**src/rtl/vgf_pkg.sv**
```systemverilog
// Package vgf_pkg
// Purpose : shared default sizes and the table-selector encoding for the
//           port VLAN group forwarding filter.
// Assumes : nothing; constants only.
package vgf_pkg;

    localparam int DEF_NUM_PORTS  = 3;
    localparam int DEF_NUM_GROUPS = 6;
    localparam int DEF_GIDX_W     = 3;
    localparam int DEF_PRIO_W     = 3;

    typedef enum logic [1:0] {
        SEL_PORT_GROUP    = 2'd0,
        SEL_GROUP_MEMBERS = 2'd1,
        SEL_PORT_PRIO     = 2'd2,
        SEL_RESERVED      = 2'd3
    } cfg_sel_e;

endpackage

```
**src/rtl/vgf_cfg_regs.sv**
```systemverilog
// Module vgf_cfg_regs
// Purpose : holds the per-port group index, the per-group member sets and
//           the per-port default priority; updated by a one-cycle write.
// Assumes : writes with an out-of-range index or reserved selector are
//           discarded; tables are exported flat, entry k at [k*W +: W].
module vgf_cfg_regs
    import vgf_pkg::*;
#(
    parameter int NUM_PORTS  = DEF_NUM_PORTS,
    parameter int NUM_GROUPS = DEF_NUM_GROUPS,
    parameter int GIDX_W     = DEF_GIDX_W,
    parameter int PRIO_W     = DEF_PRIO_W,
    parameter int IDX_W      = 3,
    parameter int DATA_W     = 3
) (
    input  logic                         clk,
    input  logic                         rst_n,
    input  logic                         cfg_we,
    input  logic [1:0]                   cfg_kind,
    input  logic [IDX_W-1:0]             cfg_idx,
    input  logic [DATA_W-1:0]            cfg_wdata,
    output logic [NUM_PORTS*GIDX_W-1:0]  port_group,
    output logic [NUM_GROUPS*NUM_PORTS-1:0] group_members,
    output logic [NUM_PORTS*PRIO_W-1:0]  port_prio
);

    cfg_sel_e sel;
    assign sel = cfg_sel_e'(cfg_kind);

    // One group register and one default-priority register for each port.
    for (genvar p = 0; p < NUM_PORTS; p++) begin : g_port
        // Port group entry: reset to group 0, rewritten by a port-group write.
        always_ff @(posedge clk) begin
            if (!rst_n)
                port_group[p*GIDX_W +: GIDX_W] <= '0;
            else if (cfg_we && sel == SEL_PORT_GROUP && cfg_idx == IDX_W'(p))
                port_group[p*GIDX_W +: GIDX_W] <= cfg_wdata[GIDX_W-1:0];
        end

        // Port default priority: reset to 0, rewritten by a priority write.
        always_ff @(posedge clk) begin
            if (!rst_n)
                port_prio[p*PRIO_W +: PRIO_W] <= '0;
            else if (cfg_we && sel == SEL_PORT_PRIO && cfg_idx == IDX_W'(p))
                port_prio[p*PRIO_W +: PRIO_W] <= cfg_wdata[PRIO_W-1:0];
        end
    end

    // One member set for each group; only group 0 starts populated.
    for (genvar g = 0; g < NUM_GROUPS; g++) begin : g_group
        localparam logic [NUM_PORTS-1:0] RST_SET = (g == 0) ? '1 : '0;
        // Group member set: reset per RST_SET, rewritten by a member write.
        always_ff @(posedge clk) begin
            if (!rst_n)
                group_members[g*NUM_PORTS +: NUM_PORTS] <= RST_SET;
            else if (cfg_we && sel == SEL_GROUP_MEMBERS && cfg_idx == IDX_W'(g))
                group_members[g*NUM_PORTS +: NUM_PORTS] <= cfg_wdata[NUM_PORTS-1:0];
        end
    end

    // Out-of-range or reserved writes leave every table untouched.
    assert_bad_write_ignored_R9: assert property (@(posedge clk) disable iff (!rst_n)
        (cfg_we && (sel == SEL_RESERVED
                    || (sel == SEL_GROUP_MEMBERS && cfg_idx >= IDX_W'(NUM_GROUPS))
                    || (sel != SEL_GROUP_MEMBERS && cfg_idx >= IDX_W'(NUM_PORTS))))
        |=> ($stable(port_group) && $stable(group_members) && $stable(port_prio)));

endmodule

```
**src/rtl/vgf_mask_calc.sv**
```systemverilog
// Module vgf_mask_calc
// Purpose : trims a candidate destination mask to the member set of the
//           ingress port's group and removes the ingress port itself.
// Assumes : an ingress number at or above NUM_PORTS, or a group index at or
//           above NUM_GROUPS, yields an empty mask. Purely combinational.
module vgf_mask_calc #(
    parameter int NUM_PORTS  = 3,
    parameter int NUM_GROUPS = 6,
    parameter int GIDX_W     = 3,
    parameter int PORT_W     = 2
) (
    input  logic [PORT_W-1:0]                req_port,
    input  logic [NUM_PORTS-1:0]             req_mask,
    input  logic [NUM_PORTS*GIDX_W-1:0]      port_group,
    input  logic [NUM_GROUPS*NUM_PORTS-1:0]  group_members,
    output logic [NUM_PORTS-1:0]             fwd_mask
);

    logic [GIDX_W-1:0]    sel_group;
    logic                 port_ok;
    logic [NUM_PORTS-1:0] members;
    logic [NUM_PORTS-1:0] ingress_bit;

    // Look up the ingress port's group and build its one-hot bit.
    always_comb begin
        sel_group   = '0;
        port_ok     = 1'b0;
        ingress_bit = '0;
        for (int p = 0; p < NUM_PORTS; p++) begin
            if (req_port == PORT_W'(p)) begin
                sel_group      = port_group[p*GIDX_W +: GIDX_W];
                port_ok        = 1'b1;
                ingress_bit[p] = 1'b1;
            end
        end
    end

    // Select the group's member set; an unmatched index leaves it empty.
    always_comb begin
        members = '0;
        for (int g = 0; g < NUM_GROUPS; g++) begin
            if (sel_group == GIDX_W'(g))
                members = group_members[g*NUM_PORTS +: NUM_PORTS];
        end
    end

    // Combine candidate mask, member set and ingress exclusion.
    always_comb begin
        fwd_mask = port_ok ? (req_mask & members & ~ingress_bit) : '0;
    end

endmodule

```
**src/rtl/vgf_class_map.sv**
```systemverilog
// Module vgf_class_map
// Purpose : picks the effective frame priority (own or port default) and
//           folds it into a low or high traffic class.
// Assumes : the upper half of the priority range is the high class; an
//           ingress number outside the ports defaults to priority 0.
module vgf_class_map #(
    parameter int NUM_PORTS = 3,
    parameter int PRIO_W    = 3,
    parameter int PORT_W    = 2
) (
    input  logic [PORT_W-1:0]           req_port,
    input  logic                        req_has_prio,
    input  logic [PRIO_W-1:0]           req_prio,
    input  logic [NUM_PORTS*PRIO_W-1:0] port_prio,
    output logic                        traffic_class
);

    localparam logic [PRIO_W-1:0] HIGH_FROM = PRIO_W'(1) << (PRIO_W - 1);

    logic [PRIO_W-1:0] dflt_prio;
    logic [PRIO_W-1:0] eff_prio;

    // Fetch the ingress port's default priority.
    always_comb begin
        dflt_prio = '0;
        for (int p = 0; p < NUM_PORTS; p++) begin
            if (req_port == PORT_W'(p))
                dflt_prio = port_prio[p*PRIO_W +: PRIO_W];
        end
    end

    // Choose the priority source and compare against the class split.
    always_comb begin
        eff_prio      = req_has_prio ? req_prio : dflt_prio;
        traffic_class = (eff_prio >= HIGH_FROM);
    end

endmodule

```
**src/rtl/vgf_filter.sv**
```systemverilog
// Module vgf_filter
// Purpose : top of the port VLAN group forwarding filter; accepts one
//           request per cycle through valid/ready and registers the trimmed
//           destination mask and traffic class one edge later.
// Assumes : a table write in the same cycle as an accepted request takes
//           effect for the following requests only.
module vgf_filter
    import vgf_pkg::*;
#(
    parameter int NUM_PORTS  = DEF_NUM_PORTS,
    parameter int NUM_GROUPS = DEF_NUM_GROUPS,
    parameter int GIDX_W     = DEF_GIDX_W,
    parameter int PRIO_W     = DEF_PRIO_W,
    localparam int PORT_W    = $clog2(NUM_PORTS + 1),
    localparam int IDX_W     = (PORT_W > GIDX_W) ? PORT_W : GIDX_W,
    localparam int DW_A      = (NUM_PORTS > GIDX_W) ? NUM_PORTS : GIDX_W,
    localparam int DATA_W    = (DW_A > PRIO_W) ? DW_A : PRIO_W
) (
    input  logic                 clk,
    input  logic                 rst_n,
    input  logic                 cfg_we,
    input  logic [1:0]           cfg_kind,
    input  logic [IDX_W-1:0]     cfg_idx,
    input  logic [DATA_W-1:0]    cfg_wdata,
    input  logic                 req_valid,
    output logic                 req_ready,
    input  logic [PORT_W-1:0]    req_port,
    input  logic [NUM_PORTS-1:0] req_mask,
    input  logic                 req_has_prio,
    input  logic [PRIO_W-1:0]    req_prio,
    output logic                 rsp_valid,
    input  logic                 rsp_ready,
    output logic [NUM_PORTS-1:0] rsp_mask,
    output logic                 rsp_class
);

    logic [NUM_PORTS*GIDX_W-1:0]     port_group;
    logic [NUM_GROUPS*NUM_PORTS-1:0] group_members;
    logic [NUM_PORTS*PRIO_W-1:0]     port_prio;
    logic [NUM_PORTS-1:0]            next_mask;
    logic                            next_class;
    logic                            accept;

    vgf_cfg_regs #(
        .NUM_PORTS(NUM_PORTS), .NUM_GROUPS(NUM_GROUPS), .GIDX_W(GIDX_W),
        .PRIO_W(PRIO_W), .IDX_W(IDX_W), .DATA_W(DATA_W)
    ) i_cfg (
        .clk(clk), .rst_n(rst_n), .cfg_we(cfg_we), .cfg_kind(cfg_kind),
        .cfg_idx(cfg_idx), .cfg_wdata(cfg_wdata), .port_group(port_group),
        .group_members(group_members), .port_prio(port_prio)
    );

    vgf_mask_calc #(
        .NUM_PORTS(NUM_PORTS), .NUM_GROUPS(NUM_GROUPS), .GIDX_W(GIDX_W),
        .PORT_W(PORT_W)
    ) i_mask (
        .req_port(req_port), .req_mask(req_mask), .port_group(port_group),
        .group_members(group_members), .fwd_mask(next_mask)
    );

    vgf_class_map #(
        .NUM_PORTS(NUM_PORTS), .PRIO_W(PRIO_W), .PORT_W(PORT_W)
    ) i_class (
        .req_port(req_port), .req_has_prio(req_has_prio), .req_prio(req_prio),
        .port_prio(port_prio), .traffic_class(next_class)
    );

    // The output register is free when empty or being drained this cycle.
    assign req_ready = !rsp_valid || rsp_ready;
    assign accept    = req_valid && req_ready;

    // Output register: load on accept, clear valid when drained.
    always_ff @(posedge clk) begin
        if (!rst_n) begin
            rsp_valid <= 1'b0;
            rsp_mask  <= '0;
            rsp_class <= 1'b0;
        end else if (accept) begin
            rsp_valid <= 1'b1;
            rsp_mask  <= next_mask;
            rsp_class <= next_class;
        end else if (rsp_ready) begin
            rsp_valid <= 1'b0;
        end
    end

    // An empty output register always takes a request.
    assert_ready_when_empty_R8: assert property (@(posedge clk) disable iff (!rst_n)
        !rsp_valid |-> req_ready);

    // A stalled result keeps its value.
    assert_stall_hold_R8: assert property (@(posedge clk) disable iff (!rst_n)
        (rsp_valid && !rsp_ready) |=> (rsp_valid && $stable(rsp_mask) && $stable(rsp_class)));

    // An accepted request is visible after the next edge.
    assert_accept_visible_R8: assert property (@(posedge clk) disable iff (!rst_n)
        accept |=> rsp_valid);

    // The result never names a port absent from the candidate mask.
    assert_mask_subset_R2: assert property (@(posedge clk) disable iff (!rst_n)
        accept |=> ((rsp_mask & ~$past(req_mask)) == '0));

    // The ingress port never appears in its own result.
    assert_no_ingress_echo_R2: assert property (@(posedge clk) disable iff (!rst_n)
        (accept && req_port < PORT_W'(NUM_PORTS)) |=> (((rsp_mask >> $past(req_port)) & 1'b1) == '0));

    // A non-existent ingress port yields nothing.
    assert_bad_port_drop_R10: assert property (@(posedge clk) disable iff (!rst_n)
        (accept && req_port >= PORT_W'(NUM_PORTS)) |=> (rsp_mask == '0));

    // A port pointed at an unused group index yields nothing.
    assert_bad_group_drop_R5: assert property (@(posedge clk) disable iff (!rst_n)
        (accept && req_port < PORT_W'(NUM_PORTS)
         && port_group[int'(req_port)*GIDX_W +: GIDX_W] >= GIDX_W'(NUM_GROUPS))
        |=> (rsp_mask == '0));

    // A frame's own priority alone decides its class.
    assert_own_prio_class_R6: assert property (@(posedge clk) disable iff (!rst_n)
        (accept && req_has_prio) |=> (rsp_class == $past(req_prio[PRIO_W-1])));

endmodule

```
**config.mk**
```make
export PLATFORM = sky130hd
export DESIGN_NAME = vgf_filter
export DESIGN_NICKNAME = d
export VERILOG_FILES = /design/src/rtl/vgf_pkg.sv /design/src/rtl/vgf_cfg_regs.sv /design/src/rtl/vgf_mask_calc.sv /design/src/rtl/vgf_class_map.sv /design/src/rtl/vgf_filter.sv
export SDC_FILE = /design/constraint.sdc
export NUM_CORES = 1
export LEC_CHECK = 0
export BUFFER_PORTS_ARGS = -buffer_cell sky130_fd_sc_hd__clkbuf_2
export CELL_PAD_IN_SITES_DETAIL_PLACEMENT = 0
export CELL_PAD_IN_SITES_GLOBAL_PLACEMENT = 1
export CORE_ASPECT_RATIO = 0.9
export CORE_MARGIN = 2
export CORE_UTILIZATION = 42
export DETAILED_ROUTE_END_ITERATION = 12
export PLACE_DENSITY = 0.86
export SLEW_MARGIN = 30
export SYNTH_ARGS = -nofsm -noshare
export SYNTH_HDL_FRONTEND = slang
export SYNTH_SLANG_ARGS = --single-unit
```
**constraint.sdc**
```tcl
create_clock -name clk -period 2.1 [get_ports clk]
set_clock_uncertainty 0.15 [all_clocks]
set_input_delay 0.105 -clock clk [delete_from_list [all_inputs] [get_ports clk]]
set_output_delay 0.105 -clock clk [all_outputs]
set_load 0.01 [all_outputs]
```
==> results_dict.tcl <==
set metrics [dict create \
    status "finished, final reports clean" \
    via_per_inst 5.46 \
    syn_avg_cell_area_um2 8.63 \
    p_sw_frac 0.240 \
    cts_tree "built" \
    min_from "rst_n" \
    syn_area_mm2 0.00182 \
    gp_congestion 0.798 \
    rsz0062_at_grt "no" \
    total_power_uw 1250 \
    drive_above_1_share 0.187 \
    die_w_um 73.4 \
    cp_max_fo 4 \
    tightest_slew_ns 0.442 \
    htree_levels 2 \
    layout.nets 258 \
    power.leakage_uw 0.000786 \
    r2r-start "i_cfg.port_group[1]$_SDFFE_PN0P_" \
    switching_power_uw 300 \
    slew_violations 0 \
    dieArea_mm2 0.00488 \
    reg2regPathDepth 5 \
    post-route-drc-count 0 \
    crit_required_ns 2.13 \
    grt_pass1_vias 1414 \
    postCtsHoldBufs 1 \
    clk-insertion-delay-late_ns 0.28 \
    end_kind "flip-flop" \
    slew_headroom 0.705 \
    clock-sinks 35 \
    fin_crit_sh 0.812 \
    pwr-share-seq 0.543 \
    synth_edf_count 0 \
    post_cts_buffers 0 \
    drv_cap 0 \
    pwr_density_cell_mw_per_mm2 602 \
    comb_power_share 0.102 \
    min_path_type "input pin to flip-flop" \
    crit_type "flip-flop to flip-flop" \
    drt-initial-drc-count 82 \
    ant_nets 0 \
    async_flop_share 0 \
    grt_max_degree 23 \
    cts_max_path_buffers 2 \
    antenna_found_initial 0 \
    cts_buffers 5 \
    grt_first_pass_wirelength_um 6840 \
    mappedNetlistNets 233 \
    setup_tns_ns 0 \
    hold_violations 0 \
    worstPathArrival_ns 1.73 \
    postSynthCellCount 211 \
    ys_seq_area_frac 0.385 \
    grt-ovfl-total 0 \
    area.growth.synth_to_final_pct 14.0 \
    synth-seq-cells 35 \
    vias 1545 \
    p_int_uw 950 \
    setup_viol 0 \
    max_clock_freq_mhz 587 \
    hold-path-cell-count 2 \
    core-area_mm2 0.00413 \
    clk_pin_slew_worst_paths_ns 0.06 \
    yosys_warnings 0 \
    wire_per_inst_um 14.6 \
    ff2ff_setup_slack_ns 0.40 \
    crit_path_start_kind "flip-flop" \
    final_cell_mix "dfxtp_1, nand2_1, nand3_1, clkbuf_2, nor2b_1" \
    io_buffers 25 \
    r2r_end "rsp_mask[0]$_SDFFE_PN0P_" \
    cts_resized 0 \
    fin_crit_ns 1.70 \
    routed_wl_um 4130 \
    crit_start "i_cfg.port_group[1]$_SDFFE_PN0P_" \
    start_util 0.441 \
    cts_root_buf "clkbuf_8" \
    grtUsageTotal 0.188 \
    firstDrtPassIters 5 \
    die_y_um 66.5 \
    synth_cell_types 42 \
    io-pin-count 28 \
    antenna_cells 0 \
    core.rowCount 22 \
    peakVddDrop_mv 0.226 \
    clockPowerShare 0.355 \
    final_common_cell "dfxtp_1" \
    dpl.hpwl_um 3140 \
    holdPathEnd "i_cfg.group_members[1]$_SDFFE_PN1P_" \
    ys.flop_type "dfxtp_1" \
]
[worst max path at each step]
stage	end	slack (ns)	cells after the start
after detailed placement	rsp_mask[0]$_SDFFE_PN0P_	0.23	6
after global placement	rsp_mask[0]$_SDFFE_PN0P_	0.25	6
final	rsp_mask[0]$_SDFFE_PN0P_	0.40	5
after floorplan	rsp_mask[0]$_SDFFE_PN0P_	0.50	5
after CTS	rsp_mask[0]$_SDFFE_PN0P_	0.39	5
after global routing	rsp_mask[2]$_SDFFE_PN0P_	0.23	5
[power by group through the flow]
stage | clock (µW) | combinational (µW) | sequential (µW)
CTS | 455 | 129 | 678
detailed placement | 0 | 127 | 693
floorplan | 0 | 77.1 | 694
global route | 478 | 141 | 679
global placement | 0 | 125 | 693
finish | 444 | 128 | 678
[sequential cells by signal, summed over array words and instances (netlist names)]
name                 flops
rsp_mask                 3
rsp_valid                1
rsp_class                1
i_cfg.group_members     18
i_cfg.port_prio          3
i_cfg.port_group         9
[routing by layer]
| layer | part of all wire | GRT usage | up-vias |
|---|---|---|---|
| li1 | - | - | 795 |
| met1 | 0.52 | 0.260 | 701 |
| met2 | 0.41 | 0.282 | 43 |
| met3 | 0.050 | 0.0454 | 6 |
| met4 | 0.017 | 0.0750 | 0 |
| met5 | 0 | 0 | - |
[cell families (layout without fill, tap and decap cells)]
| kind of cell | Yosys count | in the layout | synth area share |
|---|---|---|---|
| buf+inv | 19 | 43 | 0.0440 |
| flops | 35 | 35 | 0.385 |
| mux | 18 | 18 | 0.109 |
| compound gates | 44 | 44 | 0.192 |
| simple gates | 95 | 95 | 0.269 |
[synth_stat cells (2+ instances only)]
| cell type | number | area (µm²) |
|---|---|---|
| o2bb2ai_1 | 2 | 17.5 |
| nand2_1 | 33 | 124 |
| nor3b_1 | 4 | 30.0 |
| clkbuf_1 | 13 | 48.8 |
| nor3_1 | 3 | 15.0 |
| inv_1 | 3 | 11.3 |
| o211ai_1 | 6 | 45.0 |
| dfxtp_1 | 35 | 701 |
| a21boi_1 | 6 | 45.0 |
| o31ai_1 | 2 | 15.0 |
| nor2_1 | 2 | 7.51 |
| o21a_1 | 2 | 15.0 |
| mux2i_1 | 15 | 150 |
| a311oi_1 | 2 | 17.5 |
| o21ai_1 | 4 | 20.0 |
| a2bb2oi_1 | 2 | 17.5 |
| nand2b_1 | 2 | 12.5 |
| nor2b_1 | 17 | 106 |
| a21boi_0 | 10 | 75.1 |
| nand3_1 | 26 | 130 |
[through the flow]
step                      cell area, µm²  worst slack, ns  utilization  std cells  hold WS [ns]
after global placement              1990            0.253        0.483        276         0.218
final                               2080            0.395        0.503        283        0.0144
after detailed placement            1990            0.228        0.483        276         0.216
after floorplan                     1820            0.498            -        211        0.0939
after global routing                2080            0.231        0.503        283        0.0371
after CTS                           2080            0.393        0.503        283        0.0105
[area by class of cell]
| type | count | area [µm²] |
|---|---|---|
| Fill cell | 406 | 2050 |
| Timing Repair Buffer | 33 | 188 |
| Inverter | 4 | 15.0 |
| Clock buffer | 6 | 72.6 |
| Tap cell | 48 | 60.1 |
| Sequential cell | 35 | 701 |
| Multi-Input combinational cell | 157 | 1040 |
[critical path: stages, from the launching register on]
cell	delay, ns
dfxtp_1	0.35
mux2i_4	0.15
o2bb2ai_1	0.13
or3_4	0.42
o21a_1	0.18
a32o_1	0.21
Power figures use the tool's default switching activity.
